==> src/rtl/cfg_seq_pkg.sv <==
package cfg_seq_pkg;
  typedef enum logic [2:0] {
    PH_CLEAR = 3'd0,
    PH_WAIT  = 3'd1,
    PH_LOAD  = 3'd2,
    PH_START = 3'd3,
    PH_RUN   = 3'd4
  } phase_e;
endpackage

==> src/rtl/cfg_sync.sv <==
module cfg_sync #(
  parameter int WIDTH  = 1,
  parameter int STAGES = 2
) (
  input  logic             clk,
  input  logic             rst,
  input  logic [WIDTH-1:0] d_i,
  output logic [WIDTH-1:0] q_o
);
  logic [WIDTH-1:0] stage_q [STAGES];

  always_ff @(posedge clk) begin
    if (rst) stage_q[0] <= '0;
    else     stage_q[0] <= d_i;
  end

  for (genvar g = 1; g < STAGES; g++) begin : g_stage
    always_ff @(posedge clk) begin
      if (rst) stage_q[g] <= '0;
      else     stage_q[g] <= stage_q[g-1];
    end
  end

  assign q_o = stage_q[STAGES-1];
endmodule

==> src/rtl/cfg_qual.sv <==
module cfg_qual #(
  parameter int QUAL_CYC     = 2,
  parameter int MASTER_EXTRA = 6
) (
  input  logic clk,
  input  logic rst,
  input  logic en_i,
  input  logic ok_i,
  input  logic master_i,
  output logic hit_o
);
  localparam int TOTAL = QUAL_CYC + MASTER_EXTRA;
  localparam int QW    = $clog2(TOTAL + 1);

  logic [QW-1:0] run_q;
  logic [QW-1:0] need_m1;

  assign need_m1 = master_i ? QW'(TOTAL - 1) : QW'(QUAL_CYC - 1);
  assign hit_o   = en_i && ok_i && (run_q == need_m1);

  always_ff @(posedge clk) begin
    if (rst)                        run_q <= '0;
    else if (en_i && ok_i && !hit_o) run_q <= run_q + 1'b1;
    else                            run_q <= '0;
  end
endmodule

==> src/rtl/cfg_len_cnt.sv <==
module cfg_len_cnt #(
  parameter int CNT_W = 16
) (
  input  logic             clk,
  input  logic             rst,
  input  logic             active_i,
  input  logic             tick_i,
  input  logic             frame_i,
  input  logic [CNT_W-1:0] len_i,
  output logic             match_o
);
  localparam logic [CNT_W-1:0] CNT_MAX = '1;

  logic [CNT_W-1:0] ticks_q;
  logic             frame_q;

  always_ff @(posedge clk) begin
    if (rst || !active_i) begin
      ticks_q <= '0;
      frame_q <= 1'b0;
    end else begin
      if (tick_i && ticks_q != CNT_MAX) ticks_q <= ticks_q + 1'b1;
      if (frame_i)                      frame_q <= 1'b1;
    end
  end

  assign match_o = frame_q && (ticks_q == len_i);
endmodule

==> src/rtl/cfg_seq_ctrl.sv <==
module cfg_seq_ctrl
  import cfg_seq_pkg::*;
#(
  parameter int MODE_W       = 4,
  parameter int CNT_W        = 16,
  parameter int SYNC_STAGES  = 2,
  parameter int QUAL_CYC     = 2,
  parameter int MASTER_EXTRA = 6
) (
  input  logic              clk,
  input  logic              por_rst,
  input  logic              init_line_i,
  input  logic              reset_n_i,
  input  logic              prgm_n_i,
  input  logic              master_i,
  input  logic [MODE_W-1:0] mode_i,
  input  logic              skip_clear_i,
  input  logic [CNT_W-1:0]  len_i,
  input  logic              cclk_en_i,
  input  logic              end_frame_i,
  input  logic              bit_err_i,
  input  logic              mem_clr_ack_i,
  output logic              init_pull_o,
  output logic              hdc_o,
  output logic              ldc_o,
  output logic              done_o,
  output logic              io_en_o,
  output logic              int_rst_rel_o,
  output logic              mem_clr_req_o,
  output logic [MODE_W-1:0] mode_o,
  output logic [2:0]        phase_o
);
  localparam int NSYNC = 3;

  phase_e           ph_q, ph_nxt;
  logic [NSYNC-1:0] raw_v, sync_v;
  logic             init_s, rstn_s, prgn_s;
  logic             pins_ok, qual_hit, load_done;
  logic             configured_q, skip_eff;

  assign raw_v = {prgm_n_i, reset_n_i, init_line_i};

  cfg_sync #(.WIDTH(NSYNC), .STAGES(SYNC_STAGES)) u_sync (
    .clk (clk),
    .rst (por_rst),
    .d_i (raw_v),
    .q_o (sync_v)
  );

  assign init_s  = sync_v[0];
  assign rstn_s  = sync_v[1];
  assign prgn_s  = sync_v[2];
  assign pins_ok = init_s && rstn_s && prgn_s;

  cfg_qual #(.QUAL_CYC(QUAL_CYC), .MASTER_EXTRA(MASTER_EXTRA)) u_qual (
    .clk      (clk),
    .rst      (por_rst),
    .en_i     (ph_q == PH_WAIT),
    .ok_i     (pins_ok),
    .master_i (master_i),
    .hit_o    (qual_hit)
  );

  cfg_len_cnt #(.CNT_W(CNT_W)) u_len (
    .clk      (clk),
    .rst      (por_rst),
    .active_i (ph_q == PH_LOAD),
    .tick_i   (cclk_en_i),
    .frame_i  (end_frame_i),
    .len_i    (len_i),
    .match_o  (load_done)
  );

  assign skip_eff = skip_clear_i && configured_q;

  always_comb begin
    ph_nxt = ph_q;
    unique case (ph_q)
      PH_CLEAR: if (skip_eff || mem_clr_ack_i) ph_nxt = PH_WAIT;
      PH_WAIT:  if (qual_hit) ph_nxt = PH_LOAD;
      PH_LOAD: begin
        if (!rstn_s || !prgn_s || bit_err_i) ph_nxt = PH_CLEAR;
        else if (load_done)                  ph_nxt = PH_START;
      end
      PH_START: ph_nxt = prgn_s ? PH_RUN : PH_CLEAR;
      PH_RUN:   if (!prgn_s) ph_nxt = PH_CLEAR;
      default:  ph_nxt = PH_CLEAR;
    endcase
  end

  always_ff @(posedge clk) begin
    if (por_rst) begin
      ph_q          <= PH_CLEAR;
      configured_q  <= 1'b0;
      mode_o        <= '0;
      init_pull_o   <= 1'b1;
      hdc_o         <= 1'b1;
      ldc_o         <= 1'b0;
      done_o        <= 1'b0;
      io_en_o       <= 1'b0;
      int_rst_rel_o <= 1'b0;
      mem_clr_req_o <= 1'b1;
    end else begin
      ph_q <= ph_nxt;
      if (ph_q == PH_START) configured_q <= 1'b1;
      if (ph_q == PH_WAIT && ph_nxt == PH_LOAD) mode_o <= mode_i;
      init_pull_o   <= (ph_nxt == PH_CLEAR);
      hdc_o         <= (ph_nxt == PH_CLEAR) || (ph_nxt == PH_WAIT) || (ph_nxt == PH_LOAD);
      ldc_o         <= (ph_nxt == PH_START) || (ph_nxt == PH_RUN);
      done_o        <= (ph_nxt == PH_START) || (ph_nxt == PH_RUN);
      io_en_o       <= (ph_nxt == PH_START) || (ph_nxt == PH_RUN);
      int_rst_rel_o <= (ph_nxt == PH_START) || (ph_nxt == PH_RUN);
      mem_clr_req_o <= (ph_nxt == PH_CLEAR) && !skip_eff;
    end
  end

  assign phase_o = ph_q;
endmodule

==> config.mk <==
export PLATFORM = sky130hd
export DESIGN_NAME = cfg_seq_ctrl
export DESIGN_NICKNAME = d
export VERILOG_FILES = /design/src/rtl/cfg_seq_pkg.sv /design/src/rtl/cfg_sync.sv /design/src/rtl/cfg_qual.sv /design/src/rtl/cfg_len_cnt.sv /design/src/rtl/cfg_seq_ctrl.sv
export SDC_FILE = /design/constraint.sdc
export NUM_CORES = 1
export LEC_CHECK = 0
export BUFFER_PORTS_ARGS = -buffer_cell sky130_fd_sc_hd__buf_2
export CAP_MARGIN = 0
export CORE_ASPECT_RATIO = 1.25
export CORE_MARGIN = 5
export CORE_UTILIZATION = 23
export CTS_CLUSTER_SIZE = 12
export DETAILED_ROUTE_END_ITERATION = 10
export PLACE_DENSITY = 0.44
export SLEW_MARGIN = 20
export SYNTH_ARGS = -nofsm -noshare
export SYNTH_HDL_FRONTEND = slang
export SYNTH_HIERARCHICAL = 1
export SYNTH_SLANG_ARGS = --single-unit
==> constraint.sdc <==
create_clock -name clk -period 2.8 [get_ports clk]
set_input_delay 0.7 -clock clk [delete_from_list [all_inputs] [get_ports clk]]
set_output_delay 0.7 -clock clk [all_outputs]
set_load 0.05 [all_outputs]
* Word-level counts from Yosys, hierarchy flattened
Memories as Yosys holds them, arrays and structs flattened.
Index checks and enable logic that the tools add are counted.
** Word-level totals
- Flip-flop bits (word level) :: 33
- Latch bits :: 0
- Bits in writable memories :: 6
- Memory bits (read-only) :: 0
- Bits of input ports :: 31
- Logic and storage cells :: 65
- Memories kept :: 1
** Operators by class
- Add/sub/neg operators :: 2
- Multipliers :: 0
- Divide/modulo/power cells :: 0
- $lt $le $gt $ge :: 0
- Eq/ne operators :: 11
- Shifts and indexed selects :: 0
- Mux-type cells :: 13
- Bitwise logic cells :: 3
- Reduce and logical (&&, ||, !) cells :: 25
** Memory list
- u_sync.stage_q :: depth 2, width 3, read ports 2, clocked after Yosys merged registers in 0, wr ports 2, line cfg_sync.sv:10 : logic [WIDTH-1:0] stage_q [STAGES];
** Operators with widths (count)
- $mux 3 :: 9
- $add 16x1->16 const B :: 1
- $eq 16x16->1 :: 1
- $ne 16x16->1 const B :: 1
- $pmux 3 s5 :: 1
- $eq 3x2->1 const B :: 4
- $logic_and 1x1->1 :: 10
- $logic_or 1x1->1 :: 7
- $eq 3x1->1 const B :: 2
- $eq 3x3->1 const B :: 2
- $logic_not 3->1 :: 2
- $logic_not 1->1 :: 5
- $add 4x1->4 const B :: 1
- $eq 4x4->1 :: 1
- $mux 1 :: 3
- $or 1x1->1 :: 2
- $reduce_or 2->1 :: 1
- $not 1->1 :: 1

* Longest topological paths before layout
Gate-level depths: netlist (run 1).
An unclocked memory read counts as a cell.
- Depth in word-level cells :: 10
- Mapped depth :: 8

* By module
The synthesis (run 1) kept the hierarchy.
** By module, submodules not included
- cfg_len_cnt :: times used 1, cells an instance 127, area an instance 1068.5 um^2
- cfg_seq_ctrl :: times used 1, cells an instance 50, area an instance 535.5 um^2
- cfg_qual :: times used 1, cells an instance 18, area an instance 180.2 um^2
- cfg_sync :: times used 1, cells an instance 12, area an instance 157.7 um^2

* Worst setup path before layout (run 1)
Ideal clock, no wire load.
- Path kind :: input to register
- Start :: in master_i
- End :: reg hdc_o
- Arrival :: 1993 ps
- Path slack :: 676 ps
- Stages on the path :: 8
- Buffers on the path :: 1
- Cells stage by stage :: or3_1 > a21oi_2 > and3_1 > and4bb_1 > buf_6 > a31oi_4 > nor2_2 > a21oi_1
** Between the ends
- Longest elaborated chain between the ends :: 8
** RTL lines
- from (decl) :: line cfg_seq_ctrl.sv:15 : input logic master_i,
- $mux 3 * :: line cfg_qual.sv:18 : assign need_m1 = master_i ? QW'(TOTAL - 1) : QW'(QUAL_CYC - 1);
- $eq 4x4->1 * :: line cfg_qual.sv:19 : assign hit_o = en_i && ok_i && (run_q == need_m1);
- $logic_and 1x1->1 * :: line cfg_qual.sv:19
- net qual_hit :: line cfg_seq_ctrl.sv:38 : logic pins_ok, qual_hit, load_done;
- $mux 3 * :: line cfg_seq_ctrl.sv:80 : PH_WAIT: if (qual_hit) ph_nxt = PH_LOAD;
- $pmux 3 s5 * :: line cfg_seq_ctrl.sv:78 : unique case (ph_q)
- $eq 3x1->1 / $logic_not 3->1 (equally long branches) :: line cfg_seq_ctrl.sv:108 : hdc_o <= (ph_nxt == PH_CLEAR) || (ph_nxt == PH_WAIT) || (ph_nxt == PH_LOAD);
- $logic_or 1x1->1 :: line cfg_seq_ctrl.sv:108
- $logic_or 1x1->1 * :: line cfg_seq_ctrl.sv:108
- to (signal assigned) :: line cfg_seq_ctrl.sv:108
- to (decl) :: line cfg_seq_ctrl.sv:24 : output logic hdc_o,
Mark *: on every way through the listed nets, which the timed path passes. The rest lies on a longest branch.
A chain may end at the register's enable or synchronous reset.

* Worst setup path after layout (run 1)
Same ends and word-level chain as after synthesis.

==> impl_metrics.py, run 1 <==
metrics = {
    "logic_synthesis": {
        "syn_avg_cell_area_um2": 9.38,
        "synth_cells": 207,
        "synth_enable_flop_cells": 0,
        "synthDistinctLibCells": 52,
        "yosysSeqAreaShare_pct": 40.2,
        "synth_fp_nets": 240,
        "syn_area_um2": 1940,
        "ys.flop_type": "dfxtp_1",
        "async_reset_ff_share_pct": 0,
        "yosys_warnings": 6,
        "yosys_register_bits": 39,
    },
    "cts": {
        "postCtsSetupBuffers": 0,
        "path_clk_slew_ns": 0.08,
        "cts_tree": "yes",
        "htreeDepth": 2,
        "cts_resized": 0,
        "clkSinkCount": 39,
        "cts_inserted_buffers": 5,
        "cts_hold_buf": 0,
        "clk_latency_ns": 0.29,
        "cts-root-buf": "clkbuf_8",
        "clockBufferDepth": 2,
    },
    "critical_path": {
        "reg2reg_slack_ns": 0.72,
        "critical_path_arrival_ns": 2.35,
        "path_class": "primary input to flop",
        "setup.worst_path.start": "master_i",
        "reg2regPathDepth": 7,
        "cp-start-kind": "primary input",
        "crit_required_ns": 2.97,
        "path_max_fanout": 5,
        "end_kind": "flop",
        "cp-endpoint": "hdc_o",
        "worstReg2RegStart": "u_qual/run_q[2]",
        "r2r-end": "hdc_o",
    },
    "finish": {
        "layout-drive-gt1-share_pct": 28.5,
        "utilization_pct": 27.7,
        "finalNetCount": 279,
        "area_growth_syn_to_layout_pct": 17.7,
        "fillers": 891,
        "n_antenna_cell": 0,
        "final_cells": 343,
    },
    "grt": {
        "grt_overflow": 0,
        "antenna_found_initial": 0,
        "grt_pass1_wl_um": 7670,
        "gr-usage-all-layers_pct": 9.12,
        "grt.busiest_layer": "met2",
        "grt_pass1_vias": 1576,
        "grt_use_met3_pct": 2.66,
        "grt_max_degree": 22,
        "met1_usage_pct": 11.2,
        "use_met2_pct": 15.4,
    },
    "placed_design": {
        "gp_congestion": 0.820,
        "pre_cts_ws_ns": 0.320,
        "place_hpwl_um": 3540,
        "port_buffers": 44,
        "dp.cells": 336,
    },
    "outcome": {
        "outcome": "completed",
    },
    "timing": {
        "setup_slack_ns": 0.621,
        "slew_headroom_pct": 51.3,
        "period_needed_ns": 2.18,
        "fmax_mhz": 459,
        "fin_crit_sh_pct": 77.8,
        "setup_viol": 0,
        "slew_viol_final": 0,
        "skew_ns": 0.00701,
        "hold_violations": 0,
        "tns_ns": 0,
        "rsz0062_at_grt": "false",
        "worstMarginPinSlew_ns": 0.724,
    },
    "detailed_routing": {
        "drt-wirelength-per-cell_um": 13.3,
        "via_count": 1587,
        "drt-initial-drc-count": 33,
        "dr.pass1.iters": 4,
        "drc": 0,
        "drtAntennaViolNets": 0,
        "drt-total-wl_um": 4570,
        "viasPerCell": 4.63,
    },
    "floorplan": {
        "core_area_um2": 8240,
        "die-area_um2": 10400,
        "rows": 37,
        "io_pins": 45,
        "die_h_um": 113,
        "initial_core_util_pct": 23.6,
        "die_w_um": 92.2,
    },
    "hold_path": {
        "min_path_type": "flop to flop",
    },
    "power_and_ir_drop": {
        "power.density_nw_per_um2": 447,
        "peakVddDrop_mv": 0.129,
        "total_leakage_power_nw": 0.847,
    },
    "flow_run": {
        "maxCapViolations": 0,
    },
}
## worst min-delay path by stage
stage                          from                    to  slack, ns  depth (start not counted)
6_report       u_sync/stage_q[0][1]  u_sync/stage_q[1][1]       0.44                          1
5_1_grt        u_sync/stage_q[0][2]  u_sync/stage_q[1][2]       0.46                          1
4_1_cts        u_sync/stage_q[0][1]  u_sync/stage_q[1][1]       0.44                          1
3_5_place_dp   u_sync/stage_q[0][0]  u_sync/stage_q[1][0]       0.43                          1
3_3_place_gp   u_sync/stage_q[0][0]  u_sync/stage_q[1][0]       0.42                          1
2_1_floorplan  u_sync/stage_q[0][0]  u_sync/stage_q[1][0]       0.41                          1
## cells in the mapped netlist, drive strengths merged, types with 2 or more instances
master	instances	area share, %
clkbuf	4	0.90
nor2	15	3.0
a21oi	14	3.8
or3	8	2.6
a31oi	2	1.4
buf	8	3.5
nand4	11	4.3
and3	4	1.4
nor2b	7	2.3
nor3	3	0.77
and3b	2	0.97
xor2	6	2.7
inv	4	0.77
nor3b	4	2.1
o21ai	10	2.6
mux2i	5	2.6
xnor2	13	5.9
o31ai	2	0.77
nand2	8	1.5
ha	2	1.3
nand3	7	1.8
dfxtp	39	40
nor4	10	3.9
and4	4	2.1
## worst max-delay path, cell delays in order
cell and delay (ns):
buf_2 0.10, or3_1 0.33, a21oi_2 0.23, and3_1 0.21
and4bb_1 0.44, a31oi_4 0.05, nor2_2 0.19, a21oi_1 0.10
## cell usage in the layout (no fill, tap or decap), drive strengths merged, types with 8 or more instances in the layout
cell and count:
nor4 10, xnor2 13, buf 44, dfxtp 39, nand4 11, a21oi 14, o21ai 10, or3 8
nor2 15, nand2 8
## through the flow
stage          hold WS (ns)  cell area (µm²)  power, mW
6_report              0.436             2290       1.02
5_1_grt               0.464             2290       1.08
4_1_cts               0.442             2290       1.05
3_5_place_dp          0.427             2200      0.649
3_3_place_gp          0.421             2200      0.649
2_1_floorplan         0.414             1940      0.615
## cells by family (layout without fill, tap and decap cells)
| family | after synthesis | count (layout) | share of synthesized area (%) |
|---|---|---|---|
| AO/OA/AOI/OAI | 36 | 36 | 12.6 |
| XOR/XNOR | 19 | 19 | 8.57 |
| adder cells (fa/ha/maj) | 2 | 2 | 1.29 |
| buffers and inverters | 16 | 55 | 5.15 |
| flip-flops | 39 | 39 | 40.2 |
| multiplexers | 5 | 5 | 2.58 |
| AND/OR/NAND/NOR | 90 | 90 | 29.6 |
## cell type report
cell class	instances	area, µm²	area share, %
multi-input cells	152	1060	46.4
flip-flops and latches	39	781	34.2
repair buffers	44	220	9.63
well taps	97	121	5.31
clock buffers	6	82.6	3.61
inverters	4	15.0	0.657
clock inverters	1	5.00	0.219
## per-layer routing
layer	up-vias	wire length [µm]	part of all wire, %
li1	834	-	-
met1	707	2080	46
met2	39	2180	48
met3	7	253	5.5
met4	0	57	1.2
met5	-	0	0
## registers in the layout (all words and copies together) (netlist names)
name / count
configured_q: 1
u_len/frame_q: 1
init_pull_o: 1
phase_o: 3
mode_o: 4
mem_clr_req_o: 1
u_sync/stage_q: 6
u_len/ticks_q: 16
hdc_o: 1
u_qual/run_q: 4
int_rst_rel_o: 1
## report_power, final
part / leakage (nW) / total (mW) / internal, mW / switching [mW]
clock: 0.0470 / 0.387 / 0.193 / 0.194
sequential: 0.316 / 0.565 / 0.561 / 0.00350
combinational: 0.484 / 0.0702 / 0.0331 / 0.0371
Note: power is estimated with default switching activity, not from simulation.
==> run 2: changes to the inputs <==
==> constraint.sdc (replaced) <==
create_clock -name clk -period 2.21 [get_ports clk]
set_input_delay 0.5525 -clock clk [delete_from_list [all_inputs] [get_ports clk]]
set_output_delay 0.5525 -clock clk [all_outputs]
set_load 0.05 [all_outputs]
==> impl_metrics.py, run 2 (same netlist as run 1, synthesis figures left out) <==
metrics = {
    "floorplan": {
        "die_h_um": 113,
        "initial_core_util_pct": 23.6,
        "rows": 37,
        "io_pins": 45,
        "die_w_um": 92.2,
        "die-area_um2": 10400,
        "core_area_um2": 8240,
    },
    "critical_path": {
        "cp_slowest_stage_delay_ns": 0.39,
        "path_cells": "xor2_1 > nor4_1 > nand4_1 > nor4_1 > and4_4 > o21ba_2 > nor3_1",
        "path_max_fanout": 7,
        "crit_required_ns": 2.38,
        "end_kind": "flop",
        "cpMostUsedCell": "nor4_1",
        "critical_path_arrival_ns": 2.13,
        "reg2regPathDepth": 7,
        "path_class": "flop to flop",
        "cp-start-kind": "flop",
        "slowest_stage": "nor4_1",
    },
    "power_and_ir_drop": {
        "power.total_mw": 1.42,
        "clock_power_share_pct": 43.3,
        "total_leakage_power_nw": 0.909,
        "p_switching_mw": 0.303,
        "power.density_nw_per_um2": 597,
        "comb_power_share_pct": 6.4,
        "pwr-share-seq_pct": 50.3,
        "peakVddDrop_mv": 0.270,
        "swShare_pct": 21.3,
        "p_int_mw": 1.12,
    },
    "grt": {
        "grt_pass1_wl_um": 7860,
        "grt_overflow": 0,
        "antenna_found_initial": 0,
        "grt_max_degree": 20,
        "gr-usage-all-layers_pct": 9.37,
        "grt_pass1_vias": 1635,
    },
    "cts": {
        "cts_resized": 0,
        "cts_tree": "yes",
        "clk_latency_ns": 0.29,
        "clkSinkCount": 39,
        "cts-root-buf": "clkbuf_8",
        "cts_hold_buf": 0,
        "clockBufferDepth": 2,
        "path_clk_slew_ns": 0.08,
        "cts_inserted_buffers": 5,
        "htreeDepth": 2,
        "postCtsSetupBuffers": 0,
    },
    "detailed_routing": {
        "drc": 0,
        "drt-wirelength-per-cell_um": 13.4,
        "drt-initial-drc-count": 46,
        "viasPerCell": 4.64,
        "via_count": 1639,
        "drt-total-wl_um": 4720,
        "dr.pass1.iters": 4,
        "drtAntennaViolNets": 0,
    },
    "finish": {
        "final_cell_mix": "buf_2, dfxtp_1, nor2_1",
        "finalNetCount": 288,
        "fillers": 903,
        "top_regs": "u_len/ticks_q (16), u_sync/stage_q (6)",
        "largest_reg_flops": 16,
        "n_antenna_cell": 0,
        "final_cells": 353,
        "utilization_pct": 28.9,
        "layout-drive-gt1-share_pct": 31.3,
        "largest_register": "u_len/ticks_q",
        "final_common_cell": "buf_2",
        "area_growth_syn_to_layout_pct": 22.7,
    },
    "timing": {
        "rsz0062_at_grt": "false",
        "slew_viol_final": 0,
        "skew_ns": 0.00771,
        "setup_slack_ns": 0.256,
        "slew_headroom_pct": 55.9,
        "fin_crit_sh_pct": 88.4,
        "setup_viol": 0,
        "period_needed_ns": 1.95,
        "worstMarginPinSlew_ns": 0.655,
        "hold_violations": 0,
        "fmax_mhz": 512,
    },
    "outcome": {
        "outcome": "completed",
    },
    "hold_path": {
        "holdPathStages": 1,
        "min_path_type": "flop to flop",
    },
    "placed_design": {
        "place_hpwl_um": 3760,
        "pre_cts_ws_ns": 0.00585,
        "gp_congestion": 0.742,
        "port_buffers": 44,
        "dp.cells": 345,
    },
    "flow_run": {
        "maxCapViolations": 0,
    },
}
run 2: changes by cell type in the layout (fill, tap and decap cells not counted), sizes merged:
| cell | delta |
|---|---|
| buf | +9 |
| bufinv | +1 |
run 2: routing by layer:
metal	routed length, µm	GRT usage [%]
met5	0	0
met4	53	2.38
met3	205	2.53
met2	2360	16.7
met1	2100	11.1
run 2: worst paths after layout:
kind / slack [ns] / from / to
max: 0.26 / u_len/ticks_q[2] / init_pull_o
min: 0.43 / u_sync/stage_q[0][1] / u_sync/stage_q[1][1]
max reg2reg: 0.26 / u_len/ticks_q[2] / init_pull_o
min reg2reg: 0.43 / u_sync/stage_q[0][1] / u_sync/stage_q[1][1]
run 2: per-stage QoR:
stage          hold slack (ns)  area (µm²)   TNS (ns)
2_1_floorplan            0.414        1940          0
3_3_place_gp             0.420        2270  -0.000703
3_5_place_dp             0.423        2270          0
4_1_cts                  0.437        2380          0
5_1_grt                  0.447        2380          0
6_report                 0.432        2380          0
run 2: power groups by stage:
stage	registers, mW	clock network, mW	logic [mW]
after floorplan	0.745	0	0.0337
after global placement	0.732	0	0.0925
after detailed placement	0.732	0	0.0920
after CTS	0.715	0.648	0.0924
after global routing	0.716	0.678	0.0991
final	0.716	0.616	0.0905
run 2: layout make-up:
class | instances | area, µm² | share of cell area, %
Sequential cell | 39 | 781 | 32.8
Multi-Input combinational cell | 152 | 1060 | 44.5
Timing Repair Buffer | 53 | 288 | 12.1
Clock buffer | 6 | 82.6 | 3.46
Inverter | 4 | 15.0 | 0.630
Clock inverter | 2 | 35.0 | 1.47
Tap cell | 97 | 121 | 5.09
run 2: critical path: cells and delay by family, from the launching register on:
kind            cells  cell delay [ns]
xor+xnor            1             0.18
flops               1             0.38
simple gates        5             1.11
compound gates      1             0.15
==> run 3: changes to the inputs <==
--- a/config.mk
+++ b/config.mk
@@ -7,12 +7,14 @@
 export LEC_CHECK = 0
 export BUFFER_PORTS_ARGS = -buffer_cell sky130_fd_sc_hd__buf_2
 export CAP_MARGIN = 0
+export CELL_PAD_IN_SITES_DETAIL_PLACEMENT = 2
+export CELL_PAD_IN_SITES_GLOBAL_PLACEMENT = 2
 export CORE_ASPECT_RATIO = 1.25
 export CORE_MARGIN = 5
 export CORE_UTILIZATION = 23
 export CTS_CLUSTER_SIZE = 12
 export DETAILED_ROUTE_END_ITERATION = 10
-export PLACE_DENSITY = 0.44
+export PLACE_DENSITY = 0.63
 export SLEW_MARGIN = 20
 export SYNTH_ARGS = -nofsm -noshare
 export SYNTH_HDL_FRONTEND = slang
==> impl_metrics.py, run 3 (same netlist as run 1, synthesis figures left out) <==
metrics = {
    "power_and_ir_drop": {
        "pwr-share-seq_pct": 50.6,
        "power.total_mw": 1.41,
        "p_int_mw": 1.09,
        "comb_power_share_pct": 6.8,
        "p_switching_mw": 0.319,
        "swShare_pct": 22.6,
        "total_leakage_power_nw": 0.927,
        "peakVddDrop_mv": 0.284,
        "clock_power_share_pct": 42.6,
        "power.density_nw_per_um2": 586,
    },
    "flow_run": {
        "maxCapViolations": 0,
    },
    "finish": {
        "area_growth_syn_to_layout_pct": 24.0,
        "top_regs": "u_len/ticks_q (16), u_sync/stage_q (6)",
        "largest_reg_flops": 16,
        "final_cell_mix": "buf_2, dfxtp_1, nor2_1",
        "finish.instance_area_um2": 2410,
        "final_common_cell": "buf_2",
        "finalNetCount": 292,
        "layout-drive-gt1-share_pct": 32.3,
        "fillers": 981,
        "largest_register": "u_len/ticks_q",
        "utilization_pct": 29.2,
        "n_antenna_cell": 0,
    },
    "grt": {
        "grt_max_degree": 19,
        "grt_overflow": 0,
        "grt_pass1_wl_um": 9390,
        "grt_pass1_vias": 1923,
        "gr-usage-all-layers_pct": 11.3,
        "antenna_found_initial": 0,
    },
    "cts": {
        "clkSinkCount": 39,
        "htreeDepth": 2,
        "cts_resized": 0,
        "path_clk_slew_ns": 0.08,
        "cts_tree": "yes",
        "cts-root-buf": "clkbuf_8",
        "postCtsSetupBuffers": 0,
        "clk_latency_ns": 0.29,
        "clockBufferDepth": 2,
        "cts_hold_buf": 0,
        "cts_inserted_buffers": 5,
    },
    "placed_design": {
        "dpl_cell_area_um2": 2300,
        "gp_congestion": 0.735,
        "port_buffers": 44,
        "pre_cts_ws_ns": -0.0198,
        "place_hpwl_um": 4590,
    },
    "floorplan": {
        "core_area_um2": 8240,
        "io_pins": 45,
        "die_h_um": 113,
        "initial_core_util_pct": 23.6,
        "die-area_um2": 10400,
        "die_w_um": 92.2,
        "rows": 37,
    },
    "detailed_routing": {
        "drtAntennaViolNets": 0,
        "drt-initial-drc-count": 10,
        "drt-wirelength-per-cell_um": 15.7,
        "drt-total-wl_um": 5620,
        "dr.pass1.iters": 2,
        "viasPerCell": 4.82,
        "drc": 0,
        "via_count": 1722,
    },
    "critical_path": {
        "setup.worst_path.start": "u_len/ticks_q[2]",
        "cp_slowest_stage_delay_ns": 0.39,
        "path_class": "flop to flop",
        "slowest_stage": "nor4_1",
        "crit_required_ns": 2.38,
        "cp-start-kind": "flop",
        "cpMostUsedCell": "nor4_1",
        "path_cells": "xor2_1 > nor4_1 > nand4_1 > nor4_1 > and4_4 > o21ba_2 > nor3_1",
        "end_kind": "flop",
        "worstReg2RegStart": "u_len/ticks_q[2]",
        "critical_path_arrival_ns": 2.17,
        "path_max_fanout": 7,
    },
    "timing": {
        "fmax_mhz": 501,
        "period_needed_ns": 2.00,
        "worstMarginPinSlew_ns": 0.509,
        "fin_crit_sh_pct": 90.3,
        "setup_viol": 0,
        "rsz0062_at_grt": "false",
        "slew_viol_final": 0,
        "skew_ns": 0.00633,
        "hold_violations": 0,
        "setup_slack_ns": 0.215,
        "slew_headroom_pct": 66.0,
    },
    "hold_path": {
        "min_path_type": "flop to flop",
        "hp-start": "u_sync/stage_q[0][1]",
    },
    "outcome": {
        "outcome": "completed",
    },
}
[run 3: cell count changes in the layout (fill, tap and decap cells not counted), sizes merged]
cell	change
clkbuf	-1
buf	+4
clkinv	+1
[run 3: worst max-delay path, delay by kind of cell, from the launching register on]
kind            cells  cell delay (ns)
xor+xnor            1             0.18
compound gates      1             0.15
flops               1             0.38
simple gates        5             1.16
[run 3: power groups by stage]
stage	clock network (mW)	logic, mW	registers [mW]
2_1_floorplan	0	0.0337	0.745
3_3_place_gp	0	0.0964	0.731
3_5_place_dp	0	0.0979	0.730
4_1_cts	0.632	0.0983	0.714
5_1_grt	0.655	0.106	0.715
6_report	0.601	0.0961	0.713
[run 3: final timing paths]
| kind | endpoint | cells past startpoint | slack (ns) |
|---|---|---|---|
| worst max-delay path | init_pull_o | 7 | 0.21 |
| worst min-delay path | u_sync/stage_q[1][1] | 1 | 0.45 |
| worst max register to register | init_pull_o | 7 | 0.21 |
| worst min register to register | u_sync/stage_q[1][1] | 1 | 0.45 |
[run 3: through the flow]
step | TNS (ns) | hold slack (ns) | std cells
global placement | 0 | 0.425 | 349
detailed placement | -0.0279 | 0.434 | 349
global route | 0 | 0.458 | 357
finish | 0 | 0.447 | 357
CTS | 0 | 0.448 | 357
floorplan | 0 | 0.414 | 207
[run 3: final cells by class]
type                       count  area (µm²)  area share [%]
multi-input combinational    152        1060            44.1
clock buffer                   5        68.8            2.86
inverter                       4        15.0           0.623
sequential                    39         781            32.4
timing repair buffer          57         318            13.2
tap                           97         121            5.04
clock inverter                 3        43.8            1.82
[run 3: per-layer routing]
layer  vias to the layer above  wire (µm)  global-route usage, %
met4                         0         80                   3.57
li1                        851          -                      -
met2                        41       2930                   20.9
met1                       821       2370                   12.5
met5                         -          0                      0
met3                         9        239                   2.73
